### config.mk
export PLATFORM = sky130hd
export DESIGN_NAME = rrst_table
export DESIGN_NICKNAME = d
export VERILOG_FILES = /design/src/rtl/rrst_pkg.sv /design/src/rtl/rrst_entry.sv /design/src/rtl/rrst_read_port.sv /design/src/rtl/rrst_table.sv
export SDC_FILE = /design/constraint.sdc
export NUM_CORES = 1
export LEC_CHECK = 0
export ABC_CLOCK_PERIOD_IN_PS = 2670
export CELL_PAD_IN_SITES_DETAIL_PLACEMENT = 0
export CELL_PAD_IN_SITES_GLOBAL_PLACEMENT = 1
export CORE_AREA = 2 2 230 187
export CTS_CLUSTER_SIZE = 25
export DETAILED_ROUTE_END_ITERATION = 6
export DIE_AREA = 0 0 232 189
export PLACE_DENSITY = 0.76
export SYNTH_ARGS = -nofsm -noshare
export SYNTH_HDL_FRONTEND = slang
export SYNTH_SLANG_ARGS = --single-unit
### constraint.sdc
create_clock -name clk -period 2.67 [get_ports clk]
set_input_delay 0.4005 -clock clk [delete_from_list [all_inputs] [get_ports clk]]
set_output_delay 0.4005 -clock clk [all_outputs]
set_load 0.05 [all_outputs]
### src/rtl/rrst_pkg.sv
package rrst_pkg;
  // A station tag of zero means "no pending writer"; it never matches a broadcast.
  function automatic logic tag_hit(input logic [7:0] status, input logic bvalid,
                                   input logic [7:0] btag);
    return bvalid && (status != 8'd0) && (status == btag);
  endfunction
endpackage

### src/rtl/rrst_entry.sv
module rrst_entry #(
  parameter int DATA_W = 32,
  parameter int TAG_W  = 3
) (
  input  logic              clk,
  input  logic              rst_n,
  input  logic              claim,
  input  logic [TAG_W-1:0]  claim_tag,
  input  logic              bvalid,
  input  logic [TAG_W-1:0]  btag,
  input  logic [DATA_W-1:0] bdata,
  output logic [DATA_W-1:0] value,
  output logic [TAG_W-1:0]  status
);
  logic hit;
  assign hit = rrst_pkg::tag_hit(8'(status), bvalid, 8'(btag));

  always_ff @(posedge clk) begin
    if (!rst_n) begin
      value  <= '0;
      status <= '0;
    end else begin
      if (hit) value <= bdata;
      if (claim)    status <= claim_tag;
      else if (hit) status <= '0;
    end
  end

  p_claim_sets_tag_r3: assert property (@(posedge clk) disable iff (!rst_n)
    claim |=> status == $past(claim_tag));
  p_claim_wins_r9: assert property (@(posedge clk) disable iff (!rst_n)
    (claim && hit) |=> status != '0);
  p_hit_writes_r4: assert property (@(posedge clk) disable iff (!rst_n)
    (hit && !claim) |=> (status == '0) && (value == $past(bdata)));
  p_miss_keeps_value_r5: assert property (@(posedge clk) disable iff (!rst_n)
    !hit |=> $stable(value));
  p_idle_keeps_tag_r1: assert property (@(posedge clk) disable iff (!rst_n)
    (!hit && !claim) |=> $stable(status));
endmodule

### src/rtl/rrst_read_port.sv
module rrst_read_port #(
  parameter int NUM_REGS = 8,
  parameter int DATA_W   = 32,
  parameter int TAG_W    = 3,
  localparam int IDX_W   = $clog2(NUM_REGS)
) (
  input  logic                             clk,
  input  logic                             rst_n,
  input  logic [IDX_W-1:0]                 idx,
  input  logic [NUM_REGS-1:0][DATA_W-1:0]  values,
  input  logic [NUM_REGS-1:0][TAG_W-1:0]   tags,
  input  logic                             bvalid,
  input  logic [TAG_W-1:0]                 btag,
  input  logic [DATA_W-1:0]                bdata,
  output logic [DATA_W-1:0]                out_value,
  output logic [TAG_W-1:0]                 out_tag
);
  logic [TAG_W-1:0] sel_tag;
  logic             bypass;

  assign sel_tag = tags[idx];
  assign bypass  = rrst_pkg::tag_hit(8'(sel_tag), bvalid, 8'(btag));

  always_comb begin
    if (bypass) begin
      out_value = bdata;
      out_tag   = '0;
    end else begin
      out_value = values[idx];
      out_tag   = sel_tag;
    end
  end

  p_bypass_forwards_r7: assert property (@(posedge clk) disable iff (!rst_n)
    (bvalid && out_tag != '0) |-> out_tag != btag);
  p_ready_passes_value_r1: assert property (@(posedge clk) disable iff (!rst_n)
    (sel_tag == '0) |-> (out_value == values[idx]) && (out_tag == '0));
endmodule

### src/rtl/rrst_table.sv
module rrst_table #(
  parameter int NUM_REGS = 8,
  parameter int DATA_W   = 32,
  parameter int TAG_W    = 3,
  localparam int IDX_W   = $clog2(NUM_REGS)
) (
  input  logic              clk,
  input  logic              rst_n,
  input  logic              issue_valid,
  input  logic [IDX_W-1:0]  issue_dst,
  input  logic [TAG_W-1:0]  issue_tag,
  input  logic [IDX_W-1:0]  src_a_idx,
  input  logic [IDX_W-1:0]  src_b_idx,
  output logic [DATA_W-1:0] src_a_value,
  output logic [TAG_W-1:0]  src_a_tag,
  output logic [DATA_W-1:0] src_b_value,
  output logic [TAG_W-1:0]  src_b_tag,
  input  logic              bcast_valid,
  input  logic [TAG_W-1:0]  bcast_tag,
  input  logic [DATA_W-1:0] bcast_data
);
  logic [NUM_REGS-1:0][DATA_W-1:0] reg_value;
  logic [NUM_REGS-1:0][TAG_W-1:0]  reg_tag;
  logic [NUM_REGS-1:0]             claim_vec;

  for (genvar g = 0; g < NUM_REGS; g++) begin : g_entry
    assign claim_vec[g] = issue_valid && (issue_dst == IDX_W'(g));
    rrst_entry #(.DATA_W(DATA_W), .TAG_W(TAG_W)) u_entry (
      .clk(clk), .rst_n(rst_n),
      .claim(claim_vec[g]), .claim_tag(issue_tag),
      .bvalid(bcast_valid), .btag(bcast_tag), .bdata(bcast_data),
      .value(reg_value[g]), .status(reg_tag[g])
    );
  end

  rrst_read_port #(.NUM_REGS(NUM_REGS), .DATA_W(DATA_W), .TAG_W(TAG_W)) u_port_a (
    .clk(clk), .rst_n(rst_n), .idx(src_a_idx),
    .values(reg_value), .tags(reg_tag),
    .bvalid(bcast_valid), .btag(bcast_tag), .bdata(bcast_data),
    .out_value(src_a_value), .out_tag(src_a_tag)
  );

  rrst_read_port #(.NUM_REGS(NUM_REGS), .DATA_W(DATA_W), .TAG_W(TAG_W)) u_port_b (
    .clk(clk), .rst_n(rst_n), .idx(src_b_idx),
    .values(reg_value), .tags(reg_tag),
    .bvalid(bcast_valid), .btag(bcast_tag), .bdata(bcast_data),
    .out_value(src_b_value), .out_tag(src_b_tag)
  );

  p_issue_tag_nonzero_r3: assert property (@(posedge clk) disable iff (!rst_n)
    issue_valid |-> issue_tag != '0);
  p_one_claim_r3: assert property (@(posedge clk) disable iff (!rst_n)
    $onehot0(claim_vec));
  p_reset_clears_r8: assert property (@(posedge clk)
    !rst_n |=> (reg_tag == '0) && (reg_value == '0));
endmodule

==> metrics <==
hold buffer count at CTS 0; TritonCTS Buffers 31; largest clock skew in the final design 0.0117 ns; routability congestion estimate 0.830; CTS tree built; die footprint 43,800 sq um; maxcap violations 0; proportion of synthesized chip area in sequential cells 34.2%; Port Buffer Count 120; Worst EP arrival 3.05 ns; Leak 7.20 nW; area overhead of the layout relative to synthesis 29.7%; antenna-violating nets left 0; final global-route overflow total 0; final max-slew violation count 0; Avg Synthesized Cell Area 11.3 sq um; DRC errors left 0; cell count after synthesis 1,456; Rows 67; final total power 9.73 mW; boundary pin count 121; share of the clock period used by the worst path after layout 129%; post-route worst hold slack 0.408 ns; antenna cells 0; initial antenna violation count 1; nature of the critical path startpoint flop; setup repair after global routing missed its margin true; starting density of the core 39.5%; H-tree depth 1; layout cells sized above 1 34.5%; pre-CTS worst setup slack -0.487 ns; nets@finish 1,652; All-Layer GR Usage 20.6%; largest voltage drop on the vdd net 0.459 mV; crit path capture type output port; maximum buffer depth of the clock tree 3; Synthesized Nets 1,507; DRC violation total after the first TritonRoute iteration 862; total core area 41,500 sq um; number of setup violations in the final report 70; CTS Root Cell clkbuf_16; largest net degree at the start of global routing 94; final hold vios 0; via-per-instance ratio 5.30; worst-path maximum fanout 7; Warnings, synthesis 0; minimum clock period 3.45 ns; global-route wire length before repair 69,900 um; required time of the critical path 2.27 ns; relative slew slack 45.4%; via count of the first global-routing pass 11,747; CP Class reg2out; post-synthesis instance area 16,400 sq um; overall die width 232 um; highest clock rate 290 MHz; clock-pin slew of the registers on the worst-case setup and hold paths 0.06 ns; Die Span Y 189 um; post-detailed-routing wire length 46,100 um; clock sink count 280; flops & latches, synth 280; Synth cell types 40; total number of vias 11,536; DR WL/cell 21.2 um; violated checks setup timing; PwrDens 457 nW/um^2; class of the worst hold path in2reg; Worst-Margin Slew 0.818 ns; number of fill cells 3,598; clock insertion delay at the later pin of the skew report 0.57 ns; outcome complete, but fails checks; 1st-pass router iterations 5; Final Worst Setup Slack -0.780 ns; placed wire-length estimate 27,900 um
where the power goes:
group | internal (mW) | leakage (nW) | switching (mW)
clock network | 2.60 | 0.505 | 1.76
registers | 4.20 | 2.26 | 0.0219
logic | 0.533 | 4.43 | 0.608
through the flow:
stage | TNS, ns | instances | area, sq um | utilization (%)
final | -48.25 | 2176 | 21300 | 51.3
after global routing | -54.12 | 2176 | 21300 | 51.3
after CTS | -47.41 | 2170 | 21000 | 50.7
after detailed placement | -25.93 | 2101 | 19600 | 47.3
after global placement | -22.43 | 2101 | 19600 | 47.3
after floorplan | -4.35 | 1456 | 16700 | -
path summary, 6_finish.rpt:
path,slack [ns],start,cells past startpoint,end
worst min register to register,0.53,g_entry[2].u_entry.value[18]$_SDFFE_PN0P_,2,g_entry[2].u_entry.value[18]$_SDFFE_PN0P_
worst max-delay path,-0.78,g_entry[0].u_entry.status[1]$_SDFFE_PN0P_,9,src_b_value[8]
worst min-delay path,0.41,rst_n,2,g_entry[2].u_entry.value[14]$_SDFFE_PN0P_
worst max register to register,0.78,g_entry[7].u_entry.status[0]$_SDFFE_PN0P_,9,g_entry[7].u_entry.value[19]$_SDFFE_PN0P_
cells by family after synthesis:
logic type,Yosys count,synth area share [%]
AOI/OAI and AO/OA,77,3.26
xor gates and xnor gates,21,1.12
buffers and inverters,163,4.67
DFF,280,34.2
muxes,499,42.4
and+or+nand+nor,416,14.4
cell usage after synthesis (all sizes together):
library cell	n	share of area, %
and2	23	0.88
a21oi	3	0.091
mux2	64	5.1
xnor2	6	0.32
o21ai	62	2.6
buf	76	2.7
nor4	5	0.19
or3	1	0.038
a21boi	3	0.14
xor2	15	0.80
nand2	83	1.9
inv	8	0.18
nand4	1	0.038
or3b	1	0.053
dfxtp	280	34
nor4b	1	0.14
a31oi	3	0.11
o21bai	3	0.14
nor2b	261	10
nor2	26	0.59
and3b	1	0.053
o2111ai	2	0.11
a2111oi	1	0.053
nand3	6	0.18
clkbuf	79	1.8
mux4	140	19
nand2b	4	0.15
mux2i	295	18
nor3	2	0.061
nor3b	1	0.076
what timing repair did:
item                       4_1_cts  5_1_grt
gates resized for setup         52       22
pin swaps                        6        8
buffers inserted                11        2
cloned                           3        6
setup endpoints to repair       70       70
critical path, stage by stage (launching register included):
cell and delay [ns]:
dfxtp_2 0.35, mux4_2 0.48, mux2i_4 0.25, mux2i_1 0.29
nor3b_2 0.09, o21ai_4 0.15, buf_12 0.19, buf_16 0.16
mux2_4 0.33, buf_12 0.15
metal layers:
layer	GRT usage [%]	share of wire, %	vias to the layer above
li1	-	-	5476
met1	29.4	47	5764
met2	33.0	46	247
met3	3.43	4.8	47
met4	4.12	1.7	2
met5	0	0.028	-
placed cells by master (no fill, tap or decap), drive strengths merged, types with 4 or more instances in the layout:
master	synthesis	layout
o21ai	62	62
nor2	26	26
nor2b	261	261
clkdlybuf4s50	0	43
mux2	64	64
mux4	140	140
xnor2	6	6
nand2	83	83
buf	76	218
dfxtp	280	280
inv	8	9
clkbuf	79	56
xor2	15	15
and2	23	23
nor4	5	5
nand2b	4	4
mux2i	295	295
nand3	6	6
layout make-up:
type / count / area [sq um] / share of cell area, %
multi-input combinational: 1013 / 10500 / 49.1
sequential: 280 / 5630 / 26.4
timing repair buffer: 267 / 3450 / 16.2
clock buffer: 50 / 947 / 4.45
tap: 552 / 691 / 3.24
clock inverter: 6 / 86.3 / 0.406
inverter: 8 / 30.0 / 0.141
sequential cells by signal (all words and copies together), names as in the netlist:
signal / flops
g_entry.u_entry.value: 256
g_entry.u_entry.status: 24
Power figures use the tool's default switching activity.
